--- config.mk ---
export PLATFORM = sky130hd
export DESIGN_NAME = she_stair_seq
export DESIGN_NICKNAME = d
export VERILOG_FILES = /design/src/rtl/she_pkg.sv /design/src/rtl/she_angle_table.sv /design/src/rtl/she_phase_fold.sv /design/src/rtl/she_level_map.sv /design/src/rtl/she_stair_seq.sv
export SDC_FILE = /design/constraint.sdc
export NUM_CORES = 1
export LEC_CHECK = 0
export ABC_AREA = 1
export BUFFER_PORTS_ARGS = -buffer_cell sky130_fd_sc_hd__buf_2
export CORE_MARGIN = 1
export CORE_UTILIZATION = 30
export CTS_BUF_LIST = sky130_fd_sc_hd__clkbuf_4
export DETAILED_ROUTE_END_ITERATION = 8
export PLACE_DENSITY = 0.52
export SLEW_MARGIN = 20
export SYNTH_ARGS = -nofsm -noshare
export SYNTH_HDL_FRONTEND = slang
export SYNTH_SLANG_ARGS = --single-unit
--- constraint.sdc ---
create_clock -name clk -period 22.3 [get_ports clk]
set_input_delay 2.23 -clock clk [delete_from_list [all_inputs] [get_ports clk]]
set_output_delay 2.23 -clock clk [all_outputs]
set_load 0.05 [all_outputs]
--- src/rtl/she_pkg.sv ---
package she_pkg;
  localparam int LVL_MAX = 3;
  localparam int NSW     = 10;
  typedef logic signed [2:0] lvl_t;
endpackage

--- src/rtl/she_angle_table.sv ---
module she_angle_table #(
  parameter int N_ANG = 5,
  parameter int ANG_W = 16,
  parameter int IDX_W = $clog2(N_ANG),
  parameter logic [N_ANG*ANG_W-1:0] DEF_ANG = '0,
  parameter logic [N_ANG-1:0]       DEF_UP  = '0
) (
  input  logic                   clk,
  input  logic                   rst_n,
  input  logic                   wr_en,
  input  logic [IDX_W-1:0]       wr_idx,
  input  logic [ANG_W-1:0]       wr_angle,
  input  logic                   wr_up,
  input  logic                   load,
  output logic [N_ANG*ANG_W-1:0] act_ang,
  output logic [N_ANG-1:0]       act_up
);
  for (genvar i = 0; i < N_ANG; i++) begin : g_ent
    logic [ANG_W-1:0] sh_ang;
    logic             sh_up;
    always_ff @(posedge clk) begin
      if (!rst_n) begin
        sh_ang <= DEF_ANG[i*ANG_W +: ANG_W];
        sh_up  <= DEF_UP[i];
      end else if (wr_en && wr_idx == IDX_W'(i)) begin
        sh_ang <= wr_angle;
        sh_up  <= wr_up;
      end
    end
    always_ff @(posedge clk) begin
      if (!rst_n) begin
        act_ang[i*ANG_W +: ANG_W] <= DEF_ANG[i*ANG_W +: ANG_W];
        act_up[i]                 <= DEF_UP[i];
      end else if (load) begin
        act_ang[i*ANG_W +: ANG_W] <= sh_ang;
        act_up[i]                 <= sh_up;
      end
    end
  end
endmodule

--- src/rtl/she_phase_fold.sv ---
module she_phase_fold #(
  parameter int PH_W = 16
) (
  input  logic            clk,
  input  logic            rst_n,
  input  logic            tick,
  input  logic [PH_W-1:0] period_len,
  output logic            start,
  output logic            running,
  output logic            neg_half,
  output logic [PH_W-1:0] fold
);
  logic [PH_W-1:0] phase, per_q, half, quart, p2;

  assign start = tick && (!running || phase == PH_W'(per_q - 1'b1));

  always_ff @(posedge clk) begin
    if (!rst_n) begin
      phase   <= '0;
      per_q   <= '0;
      running <= 1'b0;
    end else if (start) begin
      phase   <= '0;
      per_q   <= period_len;
      running <= 1'b1;
    end else if (tick) begin
      phase <= phase + 1'b1;
    end
  end

  always_comb begin
    half     = per_q >> 1;
    quart    = half >> 1;
    neg_half = phase >= half;
    p2       = neg_half ? PH_W'(phase - half) : phase;
    fold     = (p2 > quart) ? PH_W'(half - p2) : p2;
  end
endmodule

--- src/rtl/she_level_map.sv ---
module she_level_map
  import she_pkg::*;
#(
  parameter int N_ANG = 5,
  parameter int ANG_W = 16
) (
  input  logic [ANG_W-1:0]       fold,
  input  logic                   neg_half,
  input  logic                   running,
  input  logic [N_ANG*ANG_W-1:0] act_ang,
  input  logic [N_ANG-1:0]       act_up,
  output lvl_t                   lvl,
  output logic [NSW-1:0]         sw_state
);
  int acc, mag, k;

  always_comb begin
    acc = 0;
    for (int i = 0; i < N_ANG; i++) begin
      if (fold >= act_ang[i*ANG_W +: ANG_W]) acc = act_up[i] ? acc + 1 : acc - 1;
    end
    mag = (acc < 0) ? 0 : (acc > LVL_MAX) ? LVL_MAX : acc;
    if (!running) lvl = '0;
    else          lvl = neg_half ? lvl_t'(-mag) : lvl_t'(mag);
    k = LVL_MAX - int'(lvl);
    sw_state = running ? (NSW'(1) << k) : '0;
  end
endmodule

--- src/rtl/she_stair_seq.sv ---
module she_stair_seq
  import she_pkg::*;
#(
  parameter int PH_W  = 16,
  parameter int N_ANG = 5,
  parameter int IDX_W = $clog2(N_ANG),
  parameter logic [N_ANG*PH_W-1:0] DEF_ANG =
    {16'd258, 16'd246, 16'd166, 16'd125, 16'd81},
  parameter logic [N_ANG-1:0] DEF_UP = 5'b10111
) (
  input  logic               clk,
  input  logic               rst_n,
  input  logic               tick,
  input  logic [PH_W-1:0]    period_len,
  input  logic               wr_valid,
  output logic               wr_ready,
  input  logic [IDX_W-1:0]   wr_idx,
  input  logic [PH_W-1:0]    wr_angle,
  input  logic               wr_up,
  input  logic               pwm_in,
  output logic signed [2:0]  lvl,
  output logic [NSW-1:0]     sw_state,
  output logic               hb_gate
);
  logic                    start, running, neg_half;
  logic [PH_W-1:0]         fold;
  logic [N_ANG*PH_W-1:0]   act_ang;
  logic [N_ANG-1:0]        act_up;

  assign wr_ready = 1'b1;

  she_phase_fold #(.PH_W(PH_W)) u_phase (
    .clk(clk), .rst_n(rst_n), .tick(tick), .period_len(period_len),
    .start(start), .running(running), .neg_half(neg_half), .fold(fold)
  );

  she_angle_table #(
    .N_ANG(N_ANG), .ANG_W(PH_W), .IDX_W(IDX_W),
    .DEF_ANG(DEF_ANG), .DEF_UP(DEF_UP)
  ) u_table (
    .clk(clk), .rst_n(rst_n), .wr_en(wr_valid && wr_ready),
    .wr_idx(wr_idx), .wr_angle(wr_angle), .wr_up(wr_up),
    .load(start), .act_ang(act_ang), .act_up(act_up)
  );

  she_level_map #(.N_ANG(N_ANG), .ANG_W(PH_W)) u_map (
    .fold(fold), .neg_half(neg_half), .running(running),
    .act_ang(act_ang), .act_up(act_up), .lvl(lvl), .sw_state(sw_state)
  );

  assign hb_gate = pwm_in && (lvl != '0);
endmodule

-- After elaboration in Yosys (flattened, before gate mapping)
Cells that the tools add are included.
- eq/ne operators: 5
- muxes and demuxes: 17
- add/sub/neg operators: 14
- shift-type cells: 1
- order comparisons: 9
- reduce and logical (&&, ||, !) cells: 12
- bitwise operators: 1
- operators by type and width (cell ; number):
    two-way mux 32 bit ; 10
    adder 32 x 2 -> 32 bit (second input constant) ; 4
    subtractor 32 x 2 -> 32 bit (second input constant) ; 4
    >= comparator 16 bit ; 5
    > comparator 32 x 3 -> 1 bit (second input constant) ; 1
    less-than comparator 32 x 1 -> 1 bit (second input constant) ; 1
    two-way mux 16 bit ; 2
    left shift 1 x 32 -> 10 bit (first input constant) ; 1
    adder 16 x 1 -> 16 bit (second input constant) ; 1
    equality test 16 bit ; 1
    >= comparator 16 x 15 -> 1 bit ; 1
    > comparator 16 x 14 -> 1 bit ; 1
    subtractor 15 x 16 -> 16 bit ; 1
    subtractor 16 x 1 -> 16 bit (second input constant) ; 1
    subtractor 16 x 15 -> 16 bit ; 1
    two-way mux 3 bit ; 4
    two-way mux 10 bit ; 1
    logical AND 1 bit ; 7
    equality test 3 x 2 -> 1 bit (second input constant) ; 2
    subtractor 3 x 3 -> 4 bit (first input constant) ; 1
    equality test 3 x 1 -> 1 bit (second input constant) ; 1
    equality test 3 bit (second input constant) ; 1
    zero test 3 bit ; 1
    negation 3 bit ; 1
    other kinds (5) ; 5
- input bits: 41
- output and inout bits: 15
- register bits after elaboration: 203
- logic and storage cells: 82

-- Depth between registers and ports, before layout
Gate-level depths: netlist of the first run.
- word-level depth: 27
- depth in mapped cells: 110

-- Modules after synthesis
Synthesis of the first run repeated with hierarchy kept, for this count alone.
- cell total of the unflattened synthesis: 3047
- area total of the unflattened synthesis: 19089.6 um^2
- modules (own cells, without submodules) (module ; times used ; cells each ; area each (um^2)):
    she_level_map ; 1 ; 1450 ; 8077.7
    she_angle_table ; 1 ; 838 ; 6244.7
    she_phase_fold ; 1 ; 753 ; 4739.5
    she_stair_seq ; 1 ; 6 ; 27.5

-- Least setup slack after synthesis of the first run
OpenSTA, ideal clock, no wires.
- path type: register to output
- start: register u_phase.phase[0]
- end: output sw_state[4]
- arrival time: 15.347 ns
- cell stages (with the launch flop): 99
- required time: 20.070 ns
- slack: 4.723 ns
- cells stage by stage: dfxtp_1 -> inv_1 -> ha_1 -> inv_1 -> fa_1 -> nand2_1 -> nand2_1 -> a21oi_1 -> nor2_1 -> nor2_1 -> nand2_1 -> a31oi_1 -> o21a_1 -> inv_1 -> nand2_1 -> nand3_1 -> clkbuf_1 -> clkbuf_1 -> [... 63 more ...] -> a21oi_1 -> o21ai_0 -> a221oi_1 -> nand2_1 -> nand2_1 -> nand3_1 -> nand3_1 -> nor2_1 -> nand3_1 -> nor2_1 -> nand4_1 -> nor2_1 -> nand4_1 -> nand2_2 -> ha_1 -> nor3_1 -> inv_1 -> nor3_1
- word-level cells in the longest chain between the ends: 27
- elaborated cells between the ends (all ways): 38
- RTL lines (item ; line ; RTL):
    start, declared ; she_phase_fold.sv:13 ; logic [PH_W-1:0] phase, per_q, half, quart, p2;
    start signal, assigned ; she_phase_fold.sv:27 ; phase <= phase + 1'b1;
    subtractor 16 x 15 -> 16 bit / >= comparator 16 x 15 -> 1 bit (equally long branches) ; she_phase_fold.sv:35, she_phase_fold.sv:34 ;
    two-way mux 16 bit ; she_phase_fold.sv:35 ; p2 = neg_half ? PH_W'(phase - half) : phase;
    subtractor 15 x 16 -> 16 bit / > comparator 16 x 14 -> 1 bit (equally long branches) ; she_phase_fold.sv:36 ; fold = (p2 > quart) ? PH_W'(half - p2) : p2;
    two-way mux 16 bit ; she_phase_fold.sv:36 ;
    >= comparator 16 bit ; she_level_map.sv:20 ; if (fold >= act_ang[i*ANG_W +: ANG_W]) acc = act_up[i] ? acc + 1 : acc - 1;
    two-way mux 32 bit ; she_level_map.sv:20 ;
    subtractor 32 x 2 -> 32 bit / adder 32 x 2 -> 32 bit (equally long branches) ; she_level_map.sv:20 ;
    two-way mux 32 bit (2 in a row) ; she_level_map.sv:20 ;
    [... 10 more ...] ; n/a ;
    two-way mux 3 bit (2 in a row) ; she_level_map.sv:22 ; mag = (acc < 0) ? 0 : (acc > LVL_MAX) ? LVL_MAX : acc;
    negation 3 bit ; she_level_map.sv:24 ; else lvl = neg_half ? lvl_t'(-mag) : lvl_t'(mag);
    two-way mux 3 bit (*) ; she_level_map.sv:24 ;
    two-way mux 3 bit (*) ; she_level_map.sv:23 ; if (!running) lvl = '0;
    named net lvl[2] ; she_stair_seq.sv:21 ; output logic signed [2:0] lvl,
    subtractor 3 x 3 -> 4 bit (*) ; she_level_map.sv:25 ; k = LVL_MAX - int'(lvl);
    left shift 1 x 32 -> 10 bit (*) ; she_level_map.sv:26 ; sw_state = running ? (NSW'(1) << k) : '0;
    two-way mux 10 bit (*) ; she_level_map.sv:26 ;
    end, declared ; she_stair_seq.sv:22 ; output logic [NSW-1:0] sw_state,
The timed path passes the listed nets; every way through them passes the cells marked *.

-- Worst setup path in the final report of the first run
- start: register u_phase.phase[0]
- end: output sw_state[4]
- word-level cells in the longest chain between the ends: 27
- elaborated cells between the ends (all ways): 38
- RTL lines (item ; line):
    subtractor 16 x 15 -> 16 bit / >= comparator 16 x 15 -> 1 bit (equally long branches) ; she_phase_fold.sv:35, she_phase_fold.sv:34
    two-way mux 16 bit ; she_phase_fold.sv:35
    subtractor 15 x 16 -> 16 bit / > comparator 16 x 14 -> 1 bit (equally long branches) ; she_phase_fold.sv:36
    two-way mux 16 bit ; she_phase_fold.sv:36
    >= comparator 16 bit ; she_level_map.sv:20
    two-way mux 32 bit ; she_level_map.sv:20
    subtractor 32 x 2 -> 32 bit / adder 32 x 2 -> 32 bit (equally long branches) ; she_level_map.sv:20
    two-way mux 32 bit (2 in a row) ; she_level_map.sv:20
    [... 9 more ...] ; n/a
    > comparator 32 x 3 -> 1 bit ; she_level_map.sv:22
    two-way mux 3 bit (2 in a row) ; she_level_map.sv:22
    negation 3 bit ; she_level_map.sv:24
    two-way mux 3 bit (*) ; she_level_map.sv:24
    two-way mux 3 bit (*) ; she_level_map.sv:23
    subtractor 3 x 3 -> 4 bit (*) ; she_level_map.sv:25
    left shift 1 x 32 -> 10 bit (*) ; she_level_map.sv:26
    two-way mux 10 bit (*) ; she_level_map.sv:26
Mark *: on every way between the ends. The rest lies on a longest branch, timed or not.

==> out/qor.yml, run 1 <==
path_common_cell: "nand2_1"
crit_arrival_ns: 17.31
fin_crit_ns: 19.54
dp_hpwl_mm: 43.2
syn_avg_cell_area_um2: 6.58
min_from: "u_table.g_ent[1].sh_up"
worst_slew_pin_slew_ns: 0.968
timing.final.ws_setup_ns: 2.76
yosys_warnings: 0
clock_tree.buffer_depth: 3
tns_ns: 0
cts_tree: "done"
max_stage_delay_ns: 0.80
path_clk_slew_ns: 0.07
io-pin-count: 56
critPathRequiredTime_ns: 20.07
yosysSeqAreaShare: 0.230
fmax_ghz: 0.0512
cts_sinks: 203
syn_to_final_growth_pct: 9.43
synthTopCellsByCount: "540 x nand2_1, 367 x inv_1, 262 x nor2_1"
rsz0062_at_grt: "no"
dieArea_um2: 59900
cp_top_family: "simple AND/OR/NAND/NOR gates"
status: "finished clean"
grt_pass1_vias: 16400
synth_ff_type: "dfxtp_1"
dieWidth_um: 245
ys_top_cells_by_area: "dfxtp_1 23%, ha_1 14%, nand2_1 11%"
fin_hold_ws_ns: 0.455
cts-root-buf: "clkbuf_4"
post_cts_buffers: 0
via_per_inst: 4.89
first_iter_violations: 1232
critPathBufInv: 14
ant_nets: 0
r2r_start: "u_phase.per_q[2]"
start_kind: "register"
num_rows: 88
drt_pass1_iterations: 7
wl_mm: 55.2
synth_most_common_cell: "nand2_1"
via_count: 17300
hold_violations: 0
port_buffers: 52
grt_max_degree: 98
relSlewSlack: 0.353
wl_per_cell_um: 15.6
pre_cts_slack_ns: 3.47
clock_latency_ns: 0.73
synth_largest_area_cell: "dfxtp_1"
setup_viol: 0
htree_levels: 2
synth_edf_count: 0
path_max_fanout: 29
initial_core_util: 0.305
async_flop_share: 0
critPathSlowestCell: "o21ai_0"
grt_first_pass_wirelength_mm: 88.3
yosys.area.top_type_share: 0.230
netlist_area_um2: 17700
min_path_type: "reg2reg"
finalCritPeriodShare: 0.876
gp_congestion: 0.950
gr-usage-all-layers: 0.183
layout.nets: 2983
cts_hold_buffers: 0
slew_violations: 0
cap_violations: 0
coreArea_um2: 57900
numCtsBuffers: 57
grt-ovfl-total: 0
antenna_found_initial: 1
synth_cells: 2686
die_h_um: 245
drc: 0
cts_resized: 0
synth_cell_types: 60
startpoint: "u_phase.phase[0]"
setup.worst_path.class: "reg2out"
end_kind: "output port"
drive_above_1_share: 0.0899
finalClockSkew_ns: 0.0583
ys_ff_latch: 203
worst paths after layout:
| kind | slack, ns | end | depth (start not counted) |
|---|---|---|---|
| max | 2.76 | sw_state[4] | 93 |
| min | 0.45 | u_table.act_up[1] | 2 |
| max reg2reg | 17.66 | u_phase.per_q[6] | 18 |
| min reg2reg | 0.45 | u_table.act_up[1] | 2 |
registers in the layout, summed over array words and instances (netlist names):
register,count
u_phase.per_q,16
u_table.g_ent.sh_ang,80
u_table.g_ent.sh_up,5
u_phase.running,1
u_table.act_ang,80
u_table.act_up,5
u_phase.phase,16
cell usage in the layout, fill, tap and decap left out, drive strengths merged:
cell and count:
a221oi 6, nand2 575, clkinv 21, diode 1, xor2 64, fa 13, a21o 9, o211ai 33
a21boi 1, nand3 145, and3 1, ha 192, nor2 268, clkinvlp 1, inv 380, o21bai 13
o21a 17, conb 3, clkbuf 76, nor3 39, a2111oi 1, o21ai 258, nor3b 5, or2 11
xnor2 32, a41oi 2, o221ai 3, a211oi 3, nand3b 18, buf 72, a221o 1, nor4 10
and2 5, a21oi 245, dfxtp 203, o221a 1, nand4 33, a31oi 10
worst min-delay path: stages (launching register included):
cell,delay (ns)
dfxtp_1,0.33
nand2_1,0.06
nand3_1,0.05
cell families after synthesis:
logic type	after synthesis	synth area share
buffers and inverters	467	0.103
AOI/OAI and AO/OA	603	0.187
and+or+nand+nor	1110	0.280
xor gates and xnor gates	96	0.0480
adders and majority gates	205	0.151
other	2	0.000425
DFF	203	0.230
final cells by class:
type | instances | area, um2
antenna | 1 | 2.50
clock buffer | 76 | 571
clock inverter | 16 | 71.3
fill | 6479 | 38600
inverter | 386 | 1450
multi-input combinational | 2017 | 11800
sequential | 203 | 4060
tap | 765 | 957
timing repair buffer | 72 | 413
per-layer routing:
| metal | wire length [um] | vias up | GRT usage |
|---|---|---|---|
| li1 | - | 8961 | - |
| met1 | 27900 | 7929 | 0.263 |
| met2 | 24100 | 338 | 0.288 |
| met3 | 2210 | 55 | 0.0212 |
| met4 | 919 | 0 | 0.0421 |
| met5 | 0 | - | 0 |
per-stage QoR:
step	utilization	instances	area (um2)
2_1_floorplan	-	2687	17700
3_3_place_gp	0.323	3443	18700
3_5_place_dp	0.323	3443	18700
4_1_cts	0.334	3535	19300
5_1_grt	0.334	3536	19300
6_report	0.334	3536	19300
Power of run 1 is not shown: default switching activity piles up to over one toggle a cycle in this logic, so the estimate is an artifact.
==> run 2, diff against run 1 <==
- SYNTH_HIERARCHICAL: unset -> 1
==> out/qor.yml, run 2 <==
status: "finished clean"  # unchanged
ys_ff_latch: 203  # unchanged
max_stage_delay_ns: 0.63  # was 0.80 ns
cts_hold_buffers: 0  # unchanged
drive_above_1_share: 0.102  # was 0.0899
regToRegSetupSlack_ns: 18.40  # was 17.66 ns
yosysSeqAreaShare: 0.213  # was 0.230
path_common_cell: "nand2_1"  # unchanged
first_iter_violations: 1230  # was 1232
dieArea_um2: 64600  # was 59900 um2
cts_sinks: 203  # unchanged
synth_most_common_cell: "nand2_1"  # unchanged
finalClockSkew_ns: 0.0522  # was 0.0583 ns
synth_edf_count: 0  # unchanged
tns_ns: 0  # unchanged
num_rows: 92  # was 88
fin_crit_ns: 17.66  # was 19.54 ns
fmax_ghz: 0.0566  # was 0.0512 GHz
numCtsBuffers: 56  # was 57
synth_cell_types: 61  # was 60
synth_largest_area_cell: "dfxtp_1"  # unchanged
cap_violations: 0  # unchanged
port_buffers: 52  # unchanged
num-fill-cells: 7152  # was 6479
syn_avg_cell_area_um2: 6.27  # was 6.58 um2
grt_pass1_vias: 18100  # was 16400
grt_first_pass_wirelength_mm: 97.7  # was 88.3 mm
slew_violations: 0  # unchanged
syn_to_final_growth_pct: 8.56  # was 9.43%
initial_core_util: 0.303  # was 0.305
wl_per_cell_um: 15.3  # was 15.6 um
end_kind: "output port"  # unchanged
path_max_fanout: 29  # unchanged
dp_hpwl_mm: 46.9  # was 43.2 mm
post_cts_buffers: 0  # unchanged
die_h_um: 254  # was 245 um
dieWidth_um: 254  # was 245 um
setup_viol: 0  # unchanged
mostFrequentLayoutCells: "761 x nand2_1, 416 x nor2_1, 364 x inv_1"  # was 540 x nand2_1, 367 x inv_1, 259 x nor2_1
layout.nets: 3321  # was 2983
final_common_cell: "nand2_1"  # unchanged
via_per_inst: 4.82  # was 4.89
ys_top_cells_by_area: "dfxtp_1 21%, nand2_1 15%, ha_1 12%"  # was dfxtp_1 23%, ha_1 14%, nand2_1 11%
cts-root-buf: "clkbuf_4"  # unchanged
crit_arrival_ns: 15.43  # was 17.31 ns
cts_tree: "done"  # unchanged
path_clk_slew_ns: 0.06  # was 0.07 ns
ant_nets: 0  # unchanged
hold_violations: 0  # unchanged
reg.largest.list: "u_table/act_ang: 80 flops, u_table/g_ent.sh_ang: 80 flops"  # was u_table.act_ang: 80 flops, u_table.g_ent.sh_ang: 80 flops
critPathSlowestCell: "nor2_1"  # was o21ai_0
synthTopCellsByCount: "761 x nand2_1, 417 x nor2_1, 366 x inv_1"  # was 540 x nand2_1, 367 x inv_1, 262 x nor2_1
rsz0062_at_grt: "no"  # unchanged
coreArea_um2: 63000  # was 57900 um2
grt-ovfl-total: 0  # unchanged
io-pin-count: 56  # unchanged
wl_mm: 60.6  # was 55.2 mm
gp_congestion: 0.924  # was 0.950
async_flop_share: 0  # unchanged
antenna_found_initial: 2  # was 1
finalCritPeriodShare: 0.792  # was 0.876
yosys_warnings: 6  # was 0
gr-usage-all-layers: 0.188  # was 0.183
via_count: 19100  # was 17300
cts_resized: 0  # unchanged
setup.worst_path.class: "reg2out"  # unchanged
min_path_type: "reg2reg"  # unchanged
htree_levels: 2  # unchanged
netlist_area_um2: 19100  # was 17700 um2
grt_max_degree: 98  # unchanged
yosys.area.top_type_share: 0.213  # was 0.230
relSlewSlack: 0.348  # was 0.353
clock_latency_ns: 0.76  # was 0.73 ns
drt_pass1_iterations: 6  # was 7
worst_slew_pin_slew_ns: 0.978  # was 0.968 ns
synth_cells: 3047  # was 2686
synth_ff_type: "dfxtp_1"  # unchanged
drc: 0  # unchanged
critPathRequiredTime_ns: 20.07  # about the same
start_kind: "register"  # unchanged
clock_tree.buffer_depth: 3  # unchanged
run 2: changes by cell type in the layout (fill, tap and decap cells not counted), moves of 20 or more:
cell / previous run / this run
a21oi_1: 241 / 183
nand2_1: 540 / 761
nand2_2: 25 / 45
nand3_1: 130 / 246
nor2_1: 259 / 416
o211ai_1: 32 / 12
o21ai_0: 209 / 148
o21ai_1: 48 / 16
run 2: final timing paths:
kind	from	end	cells after the start
min reg2reg	u_table/act_ang[53]	u_table/act_ang[53]	2
max	u_phase/per_q[10]	sw_state[7]	81
max reg2reg	u_phase/per_q[0]	u_table/act_ang[23]	20
min	u_table/act_ang[53]	u_table/act_ang[53]	2
run 2: metal layers:
layer  GRT usage  share of wire  vias up
met5           0              0        -
met4      0.0478          0.017        0
met3      0.0219          0.045       71
met2       0.305           0.44      436
met1       0.263           0.50     8686
li1            -              -     9927
run 2: through the flow:
stage	setup slack (ns)	utilization	hold slack, ns	std cells	cell area, um2
after CTS	4.59	0.329	0.453	3961	20700
after detailed placement	5.49	0.318	0.446	3870	20000
after global routing	3.07	0.329	0.478	3964	20700
final	4.64	0.329	0.458	3964	20700
after global placement	5.49	0.318	0.440	3870	20000
after floorplan	6.61	-	0.429	3048	19100
run 2: cell families (layout without fill, tap and decap cells):
kind of cell | count (synthesis) | in the layout | share of synthesized area
compound gates | 429 | 429 | 0.125
xor+xnor | 83 | 83 | 0.0388
fa+ha+maj | 198 | 198 | 0.134
buf+inv | 479 | 546 | 0.102
flops | 203 | 203 | 0.213
mux | 2 | 2 | 0.00105
other cells | 2 | 6 | 0.000393
simple gates | 1651 | 1651 | 0.385
run 2: final cells by class:
class / count / area [um2] / area share
multi-input cells: 2366 / 13100 / 0.631
well taps: 846 / 1060 / 0.0511
inverters: 388 / 1460 / 0.0703
repair buffers: 67 / 379 / 0.0183
clock buffers: 81 / 608 / 0.0293
flip-flops and latches: 203 / 4060 / 0.196
diodes: 3 / 7.51 / 0.000362
clock inverters: 10 / 63.8 / 0.00308
run 2: worst max-delay path, delay by kind of cell (launching register included):
family / cells / cell delay, ns
buf+inv: 12 / 1.33
xor+xnor: 1 / 0.13
flops: 1 / 0.48
compound gates: 11 / 2.48
simple gates: 46 / 6.24
fa+ha+maj: 11 / 3.99
Power of run 2 is left out for the same reason.
